<file path="config.mk">
export PLATFORM = sky130hd
export DESIGN_NAME = irq_source_ctrl
export DESIGN_NICKNAME = d
export VERILOG_FILES = /design/src/rtl/isc_pkg.sv /design/src/rtl/isc_num_decode.sv /design/src/rtl/isc_pick.sv /design/src/rtl/isc_slot.sv /design/src/rtl/irq_source_ctrl.sv
export SDC_FILE = /design/constraint.sdc
export NUM_CORES = 1
export LEC_CHECK = 0
export ABC_AREA = 1
export BUFFER_PORTS_ARGS = -buffer_cell sky130_fd_sc_hd__buf_4
export CORE_ASPECT_RATIO = 0.75
export CORE_MARGIN = 5
export CORE_UTILIZATION = 30
export DETAILED_ROUTE_END_ITERATION = 8
export GPL_TIMING_DRIVEN = 0
export PLACE_DENSITY_LB_ADDON = 0.12
export SYNTH_ARGS = -nofsm -noshare
export SYNTH_HDL_FRONTEND = slang
export SYNTH_HIERARCHICAL = 1
export SYNTH_SLANG_ARGS = --single-unit
</file>
<file path="constraint.sdc">
create_clock -name clk -period 3.8 [get_ports clk]
set_clock_uncertainty 0.05 [all_clocks]
set_input_delay 0.95 -clock clk [delete_from_list [all_inputs] [get_ports clk]]
set_output_delay 0.95 -clock clk [all_outputs]
set_load 0.02 [all_outputs]
</file>
<file path="src/rtl/isc_pkg.sv">
package isc_pkg;
  localparam int PRIO_W = 8;
  localparam logic [PRIO_W-1:0] PRIO_MASKED = 8'hFF;

  typedef enum logic [1:0] {
    OP_SET = 2'd0,
    OP_OFF = 2'd1,
    OP_ON  = 2'd2,
    OP_BAD = 2'd3
  } isc_op_e;

  typedef struct packed {
    logic asserted;
    logic sent;
    logic rejected;
    logic mpend;
    logic queued;
  } isc_flags_t;
endpackage

</file>
<file path="src/rtl/isc_num_decode.sv">
module isc_num_decode #(
  parameter int NUM_SRC  = 8,
  parameter int SRC_BASE = 16,
  parameter int NUM_W    = 12
) (
  input  logic               valid,
  input  logic [NUM_W-1:0]   num,
  output logic [NUM_SRC-1:0] hit,
  output logic               in_range
);
  for (genvar i = 0; i < NUM_SRC; i++) begin : g_cmp
    localparam logic [NUM_W-1:0] MY_NUM = NUM_W'(SRC_BASE + i);
    assign hit[i] = valid && (num == MY_NUM);
  end
  assign in_range = |hit;
endmodule

</file>
<file path="src/rtl/isc_pick.sv">
module isc_pick #(
  parameter int N     = 8,
  parameter int IDX_W = 3
) (
  input  logic [N-1:0]     req,
  output logic             any,
  output logic [IDX_W-1:0] idx,
  output logic [N-1:0]     onehot
);
  always_comb begin
    idx = '0;
    for (int i = N - 1; i >= 0; i--) begin
      if (req[i]) idx = IDX_W'(i);
    end
    any    = |req;
    onehot = any ? (N'(1) << idx) : '0;
  end
endmodule

</file>
<file path="src/rtl/isc_slot.sv">
module isc_slot
  import isc_pkg::*;
#(
  parameter int SRV_W    = 4,
  parameter bit IS_LEVEL = 1'b0
) (
  input  logic              clk,
  input  logic              rst,
  input  logic              line,
  input  logic              cmd_hit,
  input  isc_op_e           cmd_op,
  input  logic [SRV_W-1:0]  cmd_server,
  input  logic [PRIO_W-1:0] cmd_prio,
  input  logic              rej_hit,
  input  logic              eoi_hit,
  input  logic              walk_hit,
  input  logic              take,
  output logic              queued,
  output logic [PRIO_W-1:0] prio,
  output logic [SRV_W-1:0]  server
);
  isc_flags_t        flags_q, flags_n;
  logic [PRIO_W-1:0] prio_q, prio_n, saved_q, saved_n;
  logic [SRV_W-1:0]  srv_q, srv_n;
  logic              chk;

  always_comb begin
    flags_n = flags_q;
    prio_n  = prio_q;
    saved_n = saved_q;
    srv_n   = srv_q;
    chk     = 1'b0;
    flags_n.queued = flags_q.queued & ~take;
    if (rej_hit) begin
      flags_n.rejected = 1'b1;
      flags_n.sent     = 1'b0;
    end
    if (eoi_hit && IS_LEVEL) flags_n.sent = 1'b0;
    if (IS_LEVEL) begin
      if (line != flags_n.asserted) begin
        flags_n.asserted = line;
        chk = 1'b1;
      end
    end else if (line) begin
      if (prio_n == PRIO_MASKED) flags_n.mpend  = 1'b1;
      else                       flags_n.queued = 1'b1;
    end
    if (cmd_hit) begin
      case (cmd_op)
        OP_SET: begin
          srv_n   = cmd_server;
          prio_n  = cmd_prio;
          saved_n = cmd_prio;
        end
        OP_OFF: begin
          saved_n = prio_n;
          prio_n  = PRIO_MASKED;
        end
        OP_ON:   prio_n = saved_n;
        default: ;
      endcase
      if (IS_LEVEL) chk = 1'b1;
      else if (flags_n.mpend && prio_n != PRIO_MASKED) begin
        flags_n.mpend  = 1'b0;
        flags_n.queued = 1'b1;
      end
    end
    if (walk_hit) begin
      if (IS_LEVEL) chk = 1'b1;
      else if (flags_n.rejected) begin
        flags_n.rejected = 1'b0;
        if (prio_n != PRIO_MASKED) flags_n.queued = 1'b1;
      end
    end
    if (chk && IS_LEVEL && prio_n != PRIO_MASKED && flags_n.asserted && !flags_n.sent) begin
      flags_n.sent   = 1'b1;
      flags_n.queued = 1'b1;
    end
  end

  always_ff @(posedge clk) begin
    if (rst) begin
      flags_q <= '0;
      prio_q  <= PRIO_MASKED;
      saved_q <= PRIO_MASKED;
      srv_q   <= '0;
    end else begin
      flags_q <= flags_n;
      prio_q  <= prio_n;
      saved_q <= saved_n;
      srv_q   <= srv_n;
    end
  end

  assign queued = flags_q.queued;
  assign prio   = prio_q;
  assign server = srv_q;

  // a masked message firing leaves a masked-pending mark
  assert_masked_pend_R3: assert property (@(posedge clk) disable iff (rst)
    (!IS_LEVEL && line && prio_q == PRIO_MASKED && !cmd_hit) |=> flags_q.mpend);

  // a sent level source stays sent until reject or end-of-interrupt
  assert_sent_sticky_R6: assert property (@(posedge clk) disable iff (rst)
    (IS_LEVEL && flags_q.sent && !rej_hit && !eoi_hit) |=> flags_q.sent);

  // a reject clears sent and sets rejected when nothing else acts
  assert_reject_R5: assert property (@(posedge clk) disable iff (rst)
    (rej_hit && !cmd_hit && !walk_hit && line == flags_q.asserted)
      |=> (!flags_q.sent && flags_q.rejected));
endmodule

</file>
<file path="src/rtl/irq_source_ctrl.sv">
module irq_source_ctrl
  import isc_pkg::*;
#(
  parameter int NUM_SRC  = 8,
  parameter int SRC_BASE = 16,
  parameter int NUM_W    = 12,
  parameter int SRV_W    = 4,
  parameter logic [NUM_SRC-1:0] LEVEL_MAP =
    NUM_SRC'(((64'd1 << NUM_SRC) - 64'd1) ^ ((64'd1 << (NUM_SRC / 2)) - 64'd1))
) (
  input  logic               clk,
  input  logic               rst,
  input  logic [NUM_SRC-1:0] src_line,
  input  logic               cmd_valid,
  input  logic [1:0]         cmd_op,
  input  logic [NUM_W-1:0]   cmd_num,
  input  logic [SRV_W-1:0]   cmd_server,
  input  logic [8:0]         cmd_prio,
  output logic               cmd_ack,
  output logic               cmd_err,
  input  logic               rej_valid,
  input  logic [NUM_W-1:0]   rej_num,
  input  logic               eoi_valid,
  input  logic [NUM_W-1:0]   eoi_num,
  input  logic               resend_req,
  output logic               resend_busy,
  output logic               dlv_valid,
  output logic [NUM_W-1:0]   dlv_num,
  output logic [7:0]         dlv_prio,
  output logic [SRV_W-1:0]   dlv_server,
  input  logic               dlv_ready
);
  localparam int IDX_W = (NUM_SRC > 1) ? $clog2(NUM_SRC) : 1;
  localparam logic [NUM_W-1:0] BASE_V = NUM_W'(SRC_BASE);
  localparam logic [NUM_W-1:0] END_V  = NUM_W'(SRC_BASE + NUM_SRC);
  localparam logic [IDX_W-1:0] LAST_IDX = IDX_W'(NUM_SRC - 1);

  isc_op_e            op;
  logic [NUM_SRC-1:0] cmd_sel, cmd_hit, rej_hit, eoi_hit, walk_hit;
  logic               cmd_in_range, rej_in_range, eoi_in_range, cmd_ok;
  logic [NUM_SRC-1:0] q_vec, take;
  logic [PRIO_W-1:0]  slot_prio [NUM_SRC];
  logic [SRV_W-1:0]   slot_srv  [NUM_SRC];
  logic               pick_any, load;
  logic [IDX_W-1:0]   pick_idx, walk_idx;
  logic [NUM_SRC-1:0] pick_oh;

  assign op = isc_op_e'(cmd_op);

  isc_num_decode #(.NUM_SRC(NUM_SRC), .SRC_BASE(SRC_BASE), .NUM_W(NUM_W)) u_cmd_dec (
    .valid(cmd_valid), .num(cmd_num), .hit(cmd_sel), .in_range(cmd_in_range));
  isc_num_decode #(.NUM_SRC(NUM_SRC), .SRC_BASE(SRC_BASE), .NUM_W(NUM_W)) u_rej_dec (
    .valid(rej_valid), .num(rej_num), .hit(rej_hit), .in_range(rej_in_range));
  isc_num_decode #(.NUM_SRC(NUM_SRC), .SRC_BASE(SRC_BASE), .NUM_W(NUM_W)) u_eoi_dec (
    .valid(eoi_valid), .num(eoi_num), .hit(eoi_hit), .in_range(eoi_in_range));

  assign cmd_ok  = cmd_valid && cmd_in_range && (op != OP_BAD) &&
                   !(op == OP_SET && cmd_prio[8]);
  assign cmd_hit = cmd_ok ? cmd_sel : '0;

  always_ff @(posedge clk) begin
    if (rst) begin
      cmd_ack <= 1'b0;
      cmd_err <= 1'b0;
    end else begin
      cmd_ack <= cmd_valid;
      cmd_err <= cmd_valid && !cmd_ok;
    end
  end

  // resend walk: one source per ready clock
  assign walk_hit = (resend_busy && dlv_ready) ? (NUM_SRC'(1) << walk_idx) : '0;

  always_ff @(posedge clk) begin
    if (rst) begin
      resend_busy <= 1'b0;
      walk_idx    <= '0;
    end else if (resend_req) begin
      resend_busy <= 1'b1;
      walk_idx    <= '0;
    end else if (resend_busy && dlv_ready) begin
      if (walk_idx == LAST_IDX) resend_busy <= 1'b0;
      else                      walk_idx    <= walk_idx + 1'b1;
    end
  end

  for (genvar i = 0; i < NUM_SRC; i++) begin : g_slot
    isc_slot #(.SRV_W(SRV_W), .IS_LEVEL(LEVEL_MAP[i])) u_slot (
      .clk        (clk),
      .rst        (rst),
      .line       (src_line[i]),
      .cmd_hit    (cmd_hit[i]),
      .cmd_op     (op),
      .cmd_server (cmd_server),
      .cmd_prio   (cmd_prio[7:0]),
      .rej_hit    (rej_hit[i]),
      .eoi_hit    (eoi_hit[i]),
      .walk_hit   (walk_hit[i]),
      .take       (take[i]),
      .queued     (q_vec[i]),
      .prio       (slot_prio[i]),
      .server     (slot_srv[i])
    );
  end

  isc_pick #(.N(NUM_SRC), .IDX_W(IDX_W)) u_pick (
    .req(q_vec), .any(pick_any), .idx(pick_idx), .onehot(pick_oh));

  assign load = (!dlv_valid || dlv_ready) && pick_any;
  assign take = load ? pick_oh : '0;

  always_ff @(posedge clk) begin
    if (rst) begin
      dlv_valid  <= 1'b0;
      dlv_num    <= '0;
      dlv_prio   <= '0;
      dlv_server <= '0;
    end else if (load) begin
      dlv_valid  <= 1'b1;
      dlv_num    <= BASE_V + NUM_W'(pick_idx);
      dlv_prio   <= slot_prio[pick_idx];
      dlv_server <= slot_srv[pick_idx];
    end else if (dlv_ready) begin
      dlv_valid  <= 1'b0;
    end
  end

  // nothing is offered in the clock after reset
  assert_reset_idle_R1: assert property (@(posedge clk)
    $past(rst) |-> (!dlv_valid && !resend_busy && !cmd_ack));

  // delivered numbers lie inside the source range
  assert_num_range_R2: assert property (@(posedge clk) disable iff (rst)
    dlv_valid |-> (dlv_num >= BASE_V && dlv_num < END_V));

  // back-pressure holds the slot
  assert_hold_R10: assert property (@(posedge clk) disable iff (rst)
    (dlv_valid && !dlv_ready) |=> (dlv_valid && $stable(dlv_num) &&
                                   $stable(dlv_prio) && $stable(dlv_server)));

  // the walk stands still while not ready
  assert_walk_stall_R11: assert property (@(posedge clk) disable iff (rst)
    (resend_busy && !dlv_ready && !resend_req) |=> (resend_busy && $stable(walk_idx)));

  // an invalid opcode is always refused
  assert_bad_op_R9: assert property (@(posedge clk) disable iff (rst)
    (cmd_valid && op == OP_BAD) |=> (cmd_ack && cmd_err));
endmodule

</file>
==> results.sh, run 1 <==
export IMPL_path_buf_inv=1
export IMPL_multi_input_area_um2=6880
export IMPL_clk_pin_slew_ns=0.06
export IMPL_vdd_drop_max_uv=303
export IMPL_grt_pass1_wl_mm=71.7
export IMPL_antenna_found_initial=0
export IMPL_p_per_area_nw_per_um2=338
export IMPL_grt_max_degree=50
export IMPL_power_w=0.00508
export IMPL_syn_inst=2028
export IMPL_drtIter0Drc=1002
export IMPL_end_kind="flip-flop"
export IMPL_final_antenna_net_count=0
export IMPL_clock_path_buffers=3
export IMPL_core_area_um2=42100
export IMPL_setup_worst_path_start="cmd_op[1]"
export IMPL_p_leak_nw=7.91
export IMPL_crit_type="in2reg"
export IMPL_root_buffer="clkbuf_16"
export IMPL_cts_inserted_buffers=26
export IMPL_die_area_um2=46900
export IMPL_fin_crit_sh_pct=93.0
export IMPL_fmax_mhz=283
export IMPL_cp_common_cell="nor2_1"
export IMPL_post_dp_cell_area_um2=14200
export IMPL_viasPerCell=4.74
export IMPL_reg2reg_slack_ns=1.65
export IMPL_hp_class="reg2reg"
export IMPL_ys_warn_count=6
export IMPL_dp_hpwl_mm=34.6
export IMPL_hold_buffers=0
export IMPL_post_cts_setup_buffers=0
export IMPL_finalHoldViolCount=0
export IMPL_fillerInstances=4658
export IMPL_final_area_um2=15000
export IMPL_post_cts_resized=0
export IMPL_regArea_um2=4140
export IMPL_antenna_cells=0
export IMPL_worstSkewPairLatency_ns=0.54
export IMPL_setup_violations_final=0
export IMPL_grt_pass1_vias=12120
export IMPL_cp_cell_sequence="buf_4, nor2_1, nand2_1, nand4_1, nor2_1, nand2_2, nand2_1, nor2_1, nor2_1, nand2_1, nor2_1, nand2_1, nand3_2, a21oi_2"
export IMPL_fin_setup_tns_ns=0
export IMPL_drt_wl_total_mm=46.2
export IMPL_grt_use_total_pct=19.1
export IMPL_io_pins=94
export IMPL_syn_to_final_growth_pct=17.5
export IMPL_postLayoutCoreUtil_pct=35.7
export IMPL_cts_sinks=207
export IMPL_cp_slowest_cell="nor2_1"
export IMPL_drive_gt1_share_pct=14.8
export IMPL_max_stage_delay_ns=0.75
export IMPL_rsz0062_at_grt="no"
export IMPL_crit_fanout=28
export IMPL_drc=0
export IMPL_fin_cells=2736
export IMPL_hp_start="g_slot[1].u_slot/saved_q[0]$_SDFFE_PP1P_"
export IMPL_h_tree_depth=1
export IMPL_grt_overflow=0
export IMPL_fin_nets=2228
export IMPL_worstSetupStartpointType="input pin"
export IMPL_floorplan_initialDensity_pct=30.4
export IMPL_worstReg2RegStart="g_slot[1].u_slot/queued$_SDFF_PP0_"
export IMPL_io_buffer_count=85
export IMPL_wl_per_cell_um=16.9
export IMPL_worst_pin_slew_ns=0.822
export IMPL_placedCellCount=2689
export IMPL_die_width_um=248
export IMPL_path_delay_family="simple AND/OR/NAND/NOR gates"
export IMPL_worstPathRequired_ns=4.14
export IMPL_synth_area_um2=12800
export IMPL_critPathArrivalTime_ns=3.88
export IMPL_num_vias=12980
export IMPL_fp_row_count=65
export IMPL_syn_area_per_cell_um2=6.31
export IMPL_gp_congestion=0.877
export IMPL_final_max_slew_viol_count=0
export IMPL_relSlewSlack_pct=45.0
export IMPL_max_cap_violations=0
export IMPL_die_h_um=189
export IMPL_cts_tree="yes"
export IMPL_status="completed"
export IMPL_min_period_ns=3.53
export IMPL_drt_pass1_iter_count=5
==> power breakdown <==
group	leakage [nW]	total, W	internal, W	switching, W
Clock	0.427	0.00249	0.00150	0.000994
Sequential	1.68	0.00218	0.00218	0.00000401
Combinational	5.81	0.000408	0.000131	0.000277
==> placed cells by master (no fill, tap or decap), types with 5 or more instances in the layout <==
| master | count |
|---|---|
| nand2_1 | 455 |
| nor2_1 | 323 |
| ha_1 | 14 |
| o21ai_0 | 156 |
| clkbuf_16 | 27 |
| conb_1 | 8 |
| o211ai_1 | 11 |
| nor2_2 | 42 |
| nor3_1 | 10 |
| inv_1 | 298 |
| nand2_4 | 5 |
| clkinv_1 | 8 |
| inv_2 | 17 |
| nand3b_1 | 37 |
| nor2_4 | 7 |
| a21oi_2 | 8 |
| nand3_2 | 25 |
| buf_6 | 19 |
| o221ai_1 | 25 |
| nand2_2 | 15 |
| clkbuf_1 | 17 |
| clkinv_2 | 6 |
| nand4_1 | 15 |
| a21oi_1 | 52 |
| buf_2 | 25 |
| clkbuf_8 | 7 |
| nand3_1 | 192 |
| buf_4 | 102 |
| dfxtp_1 | 207 |
==> state kept, by name, summed over array words and instances (netlist names), 4 cells and up <==
name,flops
g_slot.u_slot/prio,64
g_slot.u_slot/saved_q,64
g_slot.u_slot/server,32
g_slot.u_slot/flags_q,16
dlv_prio,8
g_slot.u_slot/queued,8
dlv_num,4
dlv_server,4
==> worst paths after layout <==
check,end,cells past startpoint
max,g_slot[6].u_slot/queued$_SDFF_PP0_,14
max reg2reg,g_slot[2].u_slot/queued$_SDFF_PP0_,11
min,g_slot[1].u_slot/saved_q[0]$_SDFFE_PP1P_,2
min reg2reg,g_slot[1].u_slot/saved_q[0]$_SDFFE_PP1P_,2
==> routing by layer <==
layer  part of all wire, %  global-route usage [%]  vias up
met5                     0                       0        -
met3                   5.4                    2.76       63
li1                      -                       -     6657
met4                   2.3                    4.29        0
met1                    51                    29.1     5932
met2                    41                    28.6      328
==> layout make-up <==
cell class | count | share of cell area (%)
clock inverters | 8 | 0.450
repair buffers | 85 | 4.25
inverters | 328 | 8.35
multi-input cells | 1424 | 45.8
well taps | 569 | 4.74
flip-flops and latches | 207 | 27.6
clock buffers | 39 | 5.26
plain buffers | 76 | 3.59
==> tightest hold or removal path, stage by stage (launching register included) <==
cell,delay (ns)
dfxtp_1,0.32
a21oi_1,0.06
o21ai_0,0.06
==> per-stage QoR <==
| step | setup slack [ns] | hold slack (ns) |
|---|---|---|
| 3_3_place_gp | -0.229 | 0.400 |
| 3_5_place_dp | -0.254 | 0.403 |
| 5_1_grt | 0.0191 | 0.431 |
| 6_report | 0.267 | 0.419 |
| 4_1_cts | 0.318 | 0.416 |
| 2_1_floorplan | 0.897 | 0.377 |
Power figures use the tool's default switching activity.
==> run 2: changes to the inputs <==
Settings changed: ABC_AREA 1 to not set, CAP_MARGIN set to 15, CTS_CLUSTER_DIAMETER set to 50.
==> run 2 against run 1 <==
  * Worst setup slack got worse by 0.014 ns
  * Utilization rose by 0.50 points
  * Critical path type unchanged
  * Clock power up 21%
  * Sequential share of layout area fell by 1.2 points
==> results.sh, run 2 <==
export IMPL_status="completed"
export IMPL_hold_path_end="g_slot[4].u_slot/saved_q[0]$_SDFFE_PP1P_"
export IMPL_grt_pass1_wl_mm=70.5
export IMPL_cp_common_cell="buf_4"
export IMPL_relSlewSlack_pct=43.0
export IMPL_h_tree_depth=1
export IMPL_max_cap_violations=0
export IMPL_cts_inserted_buffers=29
export IMPL_p_leak_nw=6.14
export IMPL_cts_tree="yes"
export IMPL_finalHoldViolCount=0
export IMPL_gp_congestion=0.867
export IMPL_final_max_slew_viol_count=0
export IMPL_syn_to_final_growth_pct=19.2
export IMPL_die_area_um2=48300
export IMPL_drtIter0Drc=801
export IMPL_setup_ws_ns=0.253
export IMPL_fmax_mhz=282
export IMPL_grt_use_total_pct=18.8
export IMPL_power_w=0.00566
export IMPL_cp_slowest_cell="or4b_1"
export IMPL_wl_per_cell_um=22.0
export IMPL_rr_worst_depth=8
export IMPL_cts_sinks=207
export IMPL_max_stage_delay_ns=0.51
export IMPL_dp_hpwl_mm=34.0
export IMPL_post_dp_cell_area_um2=14600
export IMPL_ys_warn_count=6
export IMPL_drt_pass1_iter_count=5
export IMPL_final_area_um2=15700
export IMPL_worstReg2RegStart="g_slot[3].u_slot/queued$_SDFF_PP0_"
export IMPL_crit_type="in2reg"
export IMPL_mostFrequentLayoutCells="dfxtp_1, nor2_1, mux2i_1"
export IMPL_drive_gt1_share_pct=27.1
export IMPL_viasPerCell=5.38
export IMPL_drt_wl_total_mm=46.9
export IMPL_core_area_um2=43400
export IMPL_die_h_um=192
export IMPL_vdd_drop_max_uv=346
export IMPL_reg2reg_to="dlv_server[3]$_SDFFE_PP0P_"
export IMPL_fin_crit_sh_pct=93.4
export IMPL_antenna_found_initial=2
export IMPL_final_antenna_net_count=0
export IMPL_setup_worst_path_start="cmd_num[5]"
export IMPL_p_per_area_nw_per_um2=360
export IMPL_fp_row_count=66
export IMPL_synth_area_um2=13200
export IMPL_worstSkewPairLatency_ns=0.57
export IMPL_syn_inst=1403
export IMPL_reg2reg_slack_ns=1.22
export IMPL_postLayoutCoreUtil_pct=36.2
export IMPL_clock_path_buffers=3
export IMPL_clk_pin_slew_ns=0.06
export IMPL_hp_start="g_slot[4].u_slot/saved_q[0]$_SDFFE_PP1P_"
export IMPL_place_ws_ns=-0.891
export IMPL_io_pins=94
export IMPL_num_vias=11462
export IMPL_hp_class="reg2reg"
export IMPL_worstSetupStartpointType="input pin"
export IMPL_grt_max_degree=45
export IMPL_hold_buffers=0
export IMPL_worstPathRequired_ns=4.17
export IMPL_floorplan_initialDensity_pct=30.4
export IMPL_crit_fanout=10
export IMPL_antenna_cells=0
export IMPL_end_kind="flip-flop"
export IMPL_setup_violations_final=0
export IMPL_cp_cell_sequence="buf_4, or4b_1, buf_2, nor3_1, nand2_1, a211oi_4, buf_4, and2_2, buf_4, buf_6, nor2_1, nor4_2, nand4_1, o221ai_1, a31oi_1"
export IMPL_grt_pass1_vias=11089
export IMPL_min_period_ns=3.55
export IMPL_grt_overflow=0
export IMPL_hold_path_depth=1
export IMPL_root_buffer="clkbuf_16"
export IMPL_syn_area_per_cell_um2=9.40
export IMPL_worst_pin_slew_ns=0.855
export IMPL_io_buffer_count=85
export IMPL_final_common_cell="dfxtp_1"
export IMPL_fin_nets=1608
export IMPL_die_width_um=252
export IMPL_drc=0
export IMPL_critPathArrivalTime_ns=3.92
-- run 2: how the worst max path moves through the flow --
stage / cells after the start / to
2_1_floorplan: 13 / g_slot[2].u_slot/queued$_SDFF_PP0_
3_3_place_gp: 13 / g_slot[5].u_slot/flags_q[3]$_SDFF_PP0_
3_5_place_dp: 13 / g_slot[5].u_slot/flags_q[3]$_SDFF_PP0_
4_1_cts: 14 / g_slot[3].u_slot/queued$_SDFF_PP0_
5_1_grt: 14 / g_slot[5].u_slot/flags_q[3]$_SDFF_PP0_
6_report: 15 / g_slot[1].u_slot/queued$_SDFF_PP0_
-- run 2: worst max-delay path, delay by kind of cell --
kind,cells,cell delay (ns)
buf+inv,5,0.89
simple gates,7,1.60
compound gates,3,0.46
-- run 2: power breakdown --
part	total [W]	switching, W	internal [W]	leakage [nW]
Combinational	0.000465	0.000292	0.000173	3.94
Clock	0.00301	0.00113	0.00188	0.523
Sequential	0.00218	0.00000437	0.00218	1.68
-- run 2: what timing repair did --
item                       in CTS  in global routing
resized for setup               7                 10
setup buffers                   0                  2
pin swaps                       0                  1
setup endpoints to repair       7                 11
-- run 2: final cells by class --
type	count	area, um2
sequential	207	4140
fill	4531	27700
timing repair buffer	87	653
multi-input combinational	1051	8100
clock buffer	34	774
clock inverter	20	289
inverter	25	93.8
buffer	127	935
tap	578	723
-- run 2: routing by layer --
layer	routed length, um	global-route usage (%)	part of all wire [%]
met1	24500	28.9	52
met2	19500	27.3	42
met3	1920	2.90	4.1
met4	1040	4.38	2.2
met5	0	0	0
-- run 2: through the flow --
stage                     setup TNS (ns)  std cells  hold slack (ns)
final                                  0       2129            0.407
after global placement            -49.05       2073            0.388
after detailed placement          -56.01       2073            0.395
after floorplan                        0       1410            0.377
after global routing            -0.00433       2129            0.423
after CTS                              0       2127            0.411
